[config.mk]
export PLATFORM = sky130hd
export DESIGN_NAME = bch_ser_enc
export DESIGN_NICKNAME = d
export VERILOG_FILES = /design/src/rtl/bch_enc_pkg.sv /design/src/rtl/bch_msg_piso.sv /design/src/rtl/bch_div_lfsr.sv /design/src/rtl/bch_cw_sipo.sv /design/src/rtl/bch_enc_seq.sv /design/src/rtl/bch_ser_enc.sv
export SDC_FILE = /design/constraint.sdc
export NUM_CORES = 1
export LEC_CHECK = 0
export BUFFER_PORTS_ARGS = -buffer_cell sky130_fd_sc_hd__buf_4
export CAP_MARGIN = 0
export CORE_AREA = 4 4 96 98
export CTS_BUF_LIST = sky130_fd_sc_hd__clkbuf_4 sky130_fd_sc_hd__clkbuf_8
export CTS_CLUSTER_DIAMETER = 40
export DETAILED_ROUTE_END_ITERATION = 8
export DIE_AREA = 0 0 100 102
export HOLD_SLACK_MARGIN = 0.15
export PLACE_DENSITY = 0.51
export SLEW_MARGIN = 20
export SYNTH_ARGS = -nofsm -noshare
export SYNTH_HDL_FRONTEND = slang
export SYNTH_SLANG_ARGS = --single-unit
[constraint.sdc]
create_clock -name clk -period 1.5 [get_ports clk]
set_clock_uncertainty 0.15 [all_clocks]
set_input_delay 0.225 -clock clk [delete_from_list [all_inputs] [get_ports clk]]
set_output_delay 0.225 -clock clk [all_outputs]
set_load 0.01 [all_outputs]
[src/rtl/bch_enc_pkg.sv]
package bch_enc_pkg;

   // generator of the (15,5) triple-error-correcting code, bit j = coefficient of x^j
   localparam logic [10:0] BCH15_5_GEN = 11'h537;

   typedef enum logic [1:0] {
      PH_IDLE = 2'd0,
      PH_MSG  = 2'd1,
      PH_PAR  = 2'd2
   } enc_phase_e;

endpackage

[src/rtl/bch_msg_piso.sv]
module bch_msg_piso #(
   parameter int K = 5
) (
   input  logic         clk,
   input  logic         rst_n,
   input  logic         load,
   input  logic         shift,
   input  logic [K-1:0] data_in,
   output logic         bit_out
);
   logic [K-1:0] sr_q;

   always_ff @(posedge clk) begin
      if (!rst_n) begin
         sr_q <= '0;
      end else if (load) begin
         sr_q <= data_in;
      end else if (shift) begin
         sr_q <= {sr_q[K-2:0], 1'b0};
      end
   end

   assign bit_out = sr_q[K-1];
endmodule

[src/rtl/bch_div_lfsr.sv]
module bch_div_lfsr #(
   parameter int              P   = 10,
   parameter logic [P:0]      GEN = 11'h537
) (
   input  logic clk,
   input  logic rst_n,
   input  logic clr,
   input  logic shift,
   input  logic fb_en,
   input  logic din,
   output logic top_bit
);
   logic [P-1:0] rem_q;
   logic [P-1:0] rem_d;
   logic         fb;

   assign fb = fb_en & (din ^ rem_q[P-1]);

   genvar j;
   generate
      for (j = 0; j < P; j++) begin : g_stage
         if (j == 0) begin : g_first
            if (GEN[0]) begin : g_tap
               assign rem_d[0] = fb;
            end else begin : g_notap
               assign rem_d[0] = 1'b0;
            end
         end else begin : g_rest
            if (GEN[j]) begin : g_tap
               assign rem_d[j] = rem_q[j-1] ^ fb;
            end else begin : g_notap
               assign rem_d[j] = rem_q[j-1];
            end
         end
      end
   endgenerate

   always_ff @(posedge clk) begin
      if (!rst_n || clr) begin
         rem_q <= '0;
      end else if (shift) begin
         rem_q <= rem_d;
      end
   end

   assign top_bit = rem_q[P-1];
endmodule

[src/rtl/bch_cw_sipo.sv]
module bch_cw_sipo #(
   parameter int N = 15
) (
   input  logic         clk,
   input  logic         rst_n,
   input  logic         shift,
   input  logic         last,
   input  logic         bit_in,
   output logic [N-1:0] word_out
);
   logic [N-2:0] acc_q;
   logic [N-1:0] word_q;

   always_ff @(posedge clk) begin
      if (!rst_n) begin
         acc_q  <= '0;
         word_q <= '0;
      end else if (shift) begin
         acc_q <= {acc_q[N-3:0], bit_in};
         if (last) begin
            word_q <= {acc_q, bit_in};
         end
      end
   end

   assign word_out = word_q;
endmodule

[src/rtl/bch_enc_seq.sv]
module bch_enc_seq
   import bch_enc_pkg::*;
#(
   parameter int N = 15,
   parameter int K = 5
) (
   input  logic clk,
   input  logic rst_n,
   input  logic start,
   output logic load,
   output logic shift,
   output logic msg_phase,
   output logic last,
   output logic ready,
   output logic done
);
   localparam int CW = $clog2(N + 1);

   enc_phase_e     phase_q;
   logic [CW-1:0]  cnt_q;
   logic           done_q;

   assign ready     = (phase_q == PH_IDLE);
   assign load      = ready & start;
   assign shift     = (phase_q != PH_IDLE);
   assign msg_phase = (phase_q == PH_MSG);
   assign last      = shift && (cnt_q == CW'(N - 1));

   always_ff @(posedge clk) begin
      if (!rst_n) begin
         phase_q <= PH_IDLE;
         cnt_q   <= '0;
         done_q  <= 1'b0;
      end else begin
         done_q <= last;
         if (load) begin
            phase_q <= PH_MSG;
            cnt_q   <= '0;
         end else if (shift) begin
            cnt_q <= cnt_q + 1'b1;
            if (last) begin
               phase_q <= PH_IDLE;
            end else if (cnt_q == CW'(K - 1)) begin
               phase_q <= PH_PAR;
            end
         end
      end
   end

   assign done = done_q;
endmodule

[src/rtl/bch_ser_enc.sv]
module bch_ser_enc #(
   parameter int               N   = 15,
   parameter int               K   = 5,
   parameter logic [N-K:0]     GEN = bch_enc_pkg::BCH15_5_GEN
) (
   input  logic         clk,
   input  logic         rst_n,
   input  logic         start,
   input  logic [K-1:0] msg_in,
   output logic         ready,
   output logic         code_bit,
   output logic         code_vld,
   output logic [N-1:0] code_word,
   output logic         done
);
   localparam int P = N - K;

   generate
      if (K < 2 || P < 2) begin : g_bad_len
         $error("bch_ser_enc: need K >= 2 and N-K >= 2");
      end
      if (!GEN[P] || !GEN[0]) begin : g_bad_gen
         $error("bch_ser_enc: generator must have degree N-K and a constant term");
      end
   endgenerate

   logic load, shift, msg_phase, last;
   logic msg_bit, par_bit;

   bch_enc_seq #(.N(N), .K(K)) u_seq (
      .clk       (clk),
      .rst_n     (rst_n),
      .start     (start),
      .load      (load),
      .shift     (shift),
      .msg_phase (msg_phase),
      .last      (last),
      .ready     (ready),
      .done      (done)
   );

   bch_msg_piso #(.K(K)) u_piso (
      .clk     (clk),
      .rst_n   (rst_n),
      .load    (load),
      .shift   (shift),
      .data_in (msg_in),
      .bit_out (msg_bit)
   );

   bch_div_lfsr #(.P(P), .GEN(GEN)) u_div (
      .clk     (clk),
      .rst_n   (rst_n),
      .clr     (load),
      .shift   (shift),
      .fb_en   (msg_phase),
      .din     (msg_bit),
      .top_bit (par_bit)
   );

   // output selector: message bit during the first K cycles, remainder after
   assign code_bit = msg_phase ? msg_bit : par_bit;
   assign code_vld = shift;

   bch_cw_sipo #(.N(N)) u_sipo (
      .clk      (clk),
      .rst_n    (rst_n),
      .shift    (shift),
      .last     (last),
      .bit_in   (code_bit),
      .word_out (code_word)
   );
endmodule

# Word level (Yosys, flattened, before mapping)
# Index checks and enable logic that the tools add are counted.
# word_totals
elab_cells	40
inputBits	8
regBits	51
output_inout_bits	19
# op_classes
reduce_logical	12
n_bitwise	9
add_sub_neg	1
n_eq_ne	3
muxes	7
# ops
operator	n
two-way mux 5 bit	2
AND reduction 2 bit	3
nonzero test 2 bit	3
XOR 1 bit	6
adder 4 x 1 -> 4 bit (second input constant)	1
== test 4 x 3 -> 1 bit (second input constant)	1
== test 4 bit (second input constant)	1
two-way mux 2 bit	2
two-way mux 1 bit	3
nonzero test 3 bit	1
AND 1 bit	2
== test 2 x 1 -> 1 bit (second input constant)	1
zero test 2 bit	1
OR reduction 2 bit	1
logical AND 1 bit	1
zero test 1 bit	1
logical OR 1 bit	1
NOT 1 bit	1

# Longest topological paths before layout
# logic_depth
depth_word	5
ltp_mapped	6
mapped_depth_nobuf	5

# Cells and area by module
# Synthesis repeated with hierarchy kept, for this count alone.
# unflattened
cells_unflattened	218
area_unflattened_um2	2237.1
# modules_own_cells
mod	seq_area_each_um2	area_each_um2	n_inst	cells_per_inst
bch_cw_sipo	580.6	1171.1	1	113
bch_div_lfsr	200.2	435.4	1	43
bch_enc_seq	140.1	369.1	1	40
bch_msg_piso	100.1	246.5	1	21
bch_ser_enc	0.0	15.0	1	1

# Worst setup path before layout
# No wires, ideal clock.
# synth_path
kind	register to register
start	register u_seq.cnt_q[0]
end	register u_seq.phase_q[0]
setup_time_ns	0.091
n_path_buf	0
required_ns	1.259
arrival_time_ns	1.188
path_stages_with_launch	5
setup_slack_ns	0.071
period_less_slack_ns	1.429
path_cell_list	dfxtp_1 inv_1 ha_1 mux2_1 a311oi_1
# synth_via
elab_chain_len	5
elab_cells_between_ends	8
cone_classes	eq/ne (2); mux (3); reduce/logical (3)
# synth_lines
item	line_no	source
start, declared	bch_enc_seq.sv:20	logic [CW-1:0] cnt_q;
start signal, assigned	bch_enc_seq.sv:40	cnt_q <= cnt_q + 1'b1;
== test 4 bit	bch_enc_seq.sv:27	assign last = shift && (cnt_q == CW'(N - 1));
logical AND 1 bit	bch_enc_seq.sv:27	
two-way mux 2 bit	bch_enc_seq.sv:41	if (last) begin
two-way mux 1 bit	bch_enc_seq.sv:39	end else if (shift) begin
two-way mux 1 bit	bch_enc_seq.sv:36	if (load) begin
end signal, assigned	bch_enc_seq.sv:37	phase_q <= PH_MSG;
end signal, assigned	bch_enc_seq.sv:42	phase_q <= PH_IDLE;
end signal, assigned	bch_enc_seq.sv:44	phase_q <= PH_PAR;
end, declared	bch_enc_seq.sv:19	enc_phase_e phase_q;
# Several ways; a longest one is shown, not always the timed one. The select of a mux whose other input is x is not followed.
# A chain may end at the register's enable or synchronous reset.

# Worst setup path after layout
# layout_path
start	register u_seq.phase_q[0]
end	output port code_vld
# layout_via
elab_chain_len	1
# layout_lines
item	line_no	source
start signal, assigned	bch_enc_seq.sv:31	phase_q <= PH_IDLE;
start signal, assigned	bch_enc_seq.sv:37	
start signal, assigned	bch_enc_seq.sv:42	
nonzero test 2 bit	bch_enc_seq.sv:25	assign shift = (phase_q != PH_IDLE);
end, declared	bch_ser_enc.sv:12	output logic code_vld,
# No other way between the ends.

==> impl_metrics.py <==
metrics = {
    "outcome": {
        "outcome": "complete, but fails checks",
        "violations": "setup timing",
    },
    "placement": {
        "dp.cells": 364,
        "routabilityCongestion": 0.727,
        "place.port_buffers": 26,
        "dp_hpwl_um": 3000,
    },
    "sta": {
        "hold_viol_final": 0,
        "setup_viol": 3,
        "finalCritPeriodShare_pct": 110,
        "finalSetupTns_ns": -0.405,
        "worst_pin_slew_ns": 0.376,
        "relSlewSlack_pct": 74.9,
        "min_period_ns": 1.66,
        "timing.fmax_mhz": 603,
        "rsz0062_at_grt": "true",
        "timing.final.ws_setup_ns": -0.157,
        "maxSlewViolCount": 0,
    },
    "floorplan": {
        "ios": 27,
        "start_util_pct": 24.1,
        "die_h_um": 102,
        "rows": 34,
        "fp.dieW_um": 100,
        "coreArea_um2": 8470,
        "die_area_um2": 10200,
    },
    "job": {
        "cap_violations": 0,
    },
    "pwr": {
        "internal-power_mw": 2.00,
        "switching_share_pct": 23.7,
        "sequentialPowerShare_pct": 53.4,
        "p_leak_nw": 1.01,
        "comb_power_share_pct": 9.5,
        "ir_worst_vdd_v": 0.000626,
        "clockPowerShare_pct": 37.2,
        "power.density_nw_per_um2": 962,
        "switchingPower_uw": 623,
    },
    "cells_and_area": {
        "area_delta_synth_final_pct": 33.6,
        "stdcell_count": 383,
        "n_antenna_cell": 0,
        "nets": 285,
        "layout-drive-gt1-share_pct": 28.4,
    },
    "route": {
        "routed_wl_um": 4600,
        "routed-via-count": 1696,
        "drt_iter0_drc": 84,
        "dr.pass1.iters": 4,
        "wl_per_cell_um": 12.0,
        "ant_nets": 0,
        "drc": 0,
        "vias_per_cell": 4.43,
    },
    "yosys": {
        "syn_nets": 241,
        "postSynthAreaPerCell_um2": 8.88,
        "yosys_warnings": 0,
        "async_reset_ff_share_pct": 0,
        "synth_top_cell_area_share_pct": 50.0,
        "ys_top_cells_by_area": "dfxtp_1, nand2_1, a21oi_1",
        "synth_area_leader_cell": "dfxtp_1",
        "netlist_top_cells_count": "nand2_1, dfxtp_1, a21oi_1",
        "synth-seq-cells": 51,
        "yosys.cell_types.count": 35,
        "yosysSeqAreaShare_pct": 50.0,
        "synth-main-ff-cell": "dfxtp_1",
        "synth_most_common_cell": "nand2_1",
        "synth_edf_count": 0,
        "synth_cells": 230,
        "netlist_area_um2": 2040,
    },
    "clock_tree": {
        "cts_tree": "yes",
        "htree_levels": 2,
        "numCtsBuffers": 5,
        "root_buffer": "clkbuf_8",
        "clk_latency_ns": 0.31,
        "clock-sinks": 51,
        "cts.clk_slew.worst_paths_ns": 0.09,
        "clk_path_buf_depth": 2,
    },
    "critical_path": {
        "critPathArrivalTime_ns": 1.28,
        "crit_chain": "buf_4 -> nor2_4 -> inv_2 -> buf_12 -> buf_6",
        "cp.required_ns": 1.12,
        "critPathLaunch": "u_seq.phase_q[0]$_SDFFE_PN0P_",
        "rr_startpoint": "u_seq.phase_q[0]$_SDFFE_PN0P_",
        "cp_slowest_cell": "dfxtp_4",
        "cp_slowest_stage_delay_ns": 0.36,
        "critPathCaptureType": "output port",
        "crit_path_max_fanout": 22,
        "setup.worst_path.start_class": "register",
        "critical_path_class": "register to output port",
    },
    "global_route": {
        "grt_pass1_vias": 1506,
        "grt-ovfl-total": 0,
        "grt_first_pass_wirelength_um": 7450,
        "grt_antenna_before_repair": 0,
        "grt_max_degree": 30,
        "grt_usage_pct": 8.96,
    },
    "worst_hold_path": {
        "worstHoldStart": "start",
        "hold_class": "input port to register",
    },
}
## critical path: cells and delay by family, from the launching register on
family / cells / cell delay (ns)
flops: 1 / 0.36
simple gates: 1 / 0.13
buf+inv: 4 / 0.49
## final timing paths
check / end / slack, ns / cells past startpoint
setup / recovery: code_vld / -0.16 / 5
hold / removal: u_seq.phase_q[0]$_SDFFE_PN0P_ / 0.17 / 3
setup reg to reg: u_seq.cnt_q[3]$_SDFFE_PP0P_ / 0.02 / 6
hold reg to reg: u_sipo.acc_q[13]$_SDFFE_PN0P_ / 0.31 / 2
## per-layer routing
metal	global-route usage (%)	part of all wire [%]	wire [um]	vias up
li1	-	-	-	874
met3	1.98	3.7	172	4
met2	13.8	44	2040	27
met5	0	0	0	-
met1	12.7	51	2340	791
met4	2.49	1.0	46	0
## metrics by stage
| step | worst slack (ns) | hold slack, ns | power [mW] | area, um2 | utilization, % |
|---|---|---|---|---|---|
| 2_1_floorplan | 0.0711 | 0.213 | 1.57 | 2040 | - |
| 3_3_place_gp | 0.0306 | 0.288 | 1.64 | 2400 | 28.4 |
| 3_5_place_dp | -0.0170 | 0.298 | 1.65 | 2400 | 28.4 |
| 4_1_cts | -0.196 | 0.156 | 2.66 | 2650 | 31.3 |
| 5_1_grt | -0.213 | 0.178 | 2.74 | 2730 | 32.2 |
| 6_report | -0.157 | 0.165 | 2.63 | 2730 | 32.2 |
## cells by family (layout without fill, tap and decap cells)
| kind of cell | Yosys count | in the layout | synth area share (%) |
|---|---|---|---|
| flip-flops | 51 | 51 | 50.0 |
| AND/OR/NAND/NOR | 87 | 87 | 17.4 |
| XOR/XNOR | 4 | 4 | 1.71 |
| adder cells (fa/ha/maj) | 3 | 3 | 1.84 |
| multiplexers | 7 | 7 | 3.49 |
| AO/OA/AOI/OAI | 56 | 57 | 19.5 |
| buffers and inverters | 22 | 66 | 6.06 |
## layout by cell type, fill, tap and decap left out, drive strengths merged, types with 2 or more instances in the layout
master,instances
a221o,5
nor2,10
o2111a,2
buf,45
o21ai,3
inv,7
xor2,2
dlygate4sd3,6
mux2i,6
nor3,2
clkbuf,6
nand2,67
ha,3
a211oi,6
xnor2,2
dfxtp,51
a21oi,35
nor4,5
## layout make-up
cell class,count,area (um2)
Fill cell,872,5740
Sequential cell,51,1030
Multi-Input combinational cell,158,972
Timing Repair Buffer,52,455
Tap cell,108,135
Clock buffer,5,68.8
Clock inverter,3,47.5
Inverter,6,22.5
## state kept, by name (all words and copies together) (netlist names)
signal	flops
u_sipo.word_out	15
u_sipo.acc_q	14
u_seq.done	1
u_piso.sr_q	5
u_seq.cnt_q	4
u_div.rem_q	10
u_seq.phase_q	2
## power groups by stage
stage,combinational [mW],clock [mW],sequential [mW]
2_1_floorplan,0.140,0,1.43
3_3_place_gp,0.212,0,1.43
3_5_place_dp,0.215,0,1.43
4_1_cts,0.246,1.01,1.40
5_1_grt,0.276,1.06,1.41
6_report,0.249,0.977,1.40
## what timing repair did
action                                 4_1_cts  5_1_grt
endpoints found under the hold margin        6        0
pin swaps                                   10        3
setup buffers                                2        2
hold buffers                                 6        0
cloned                                       1        1
setup endpoints to repair                    4       20
resized for setup                           13        9
(Power assumes the default switching activity.)
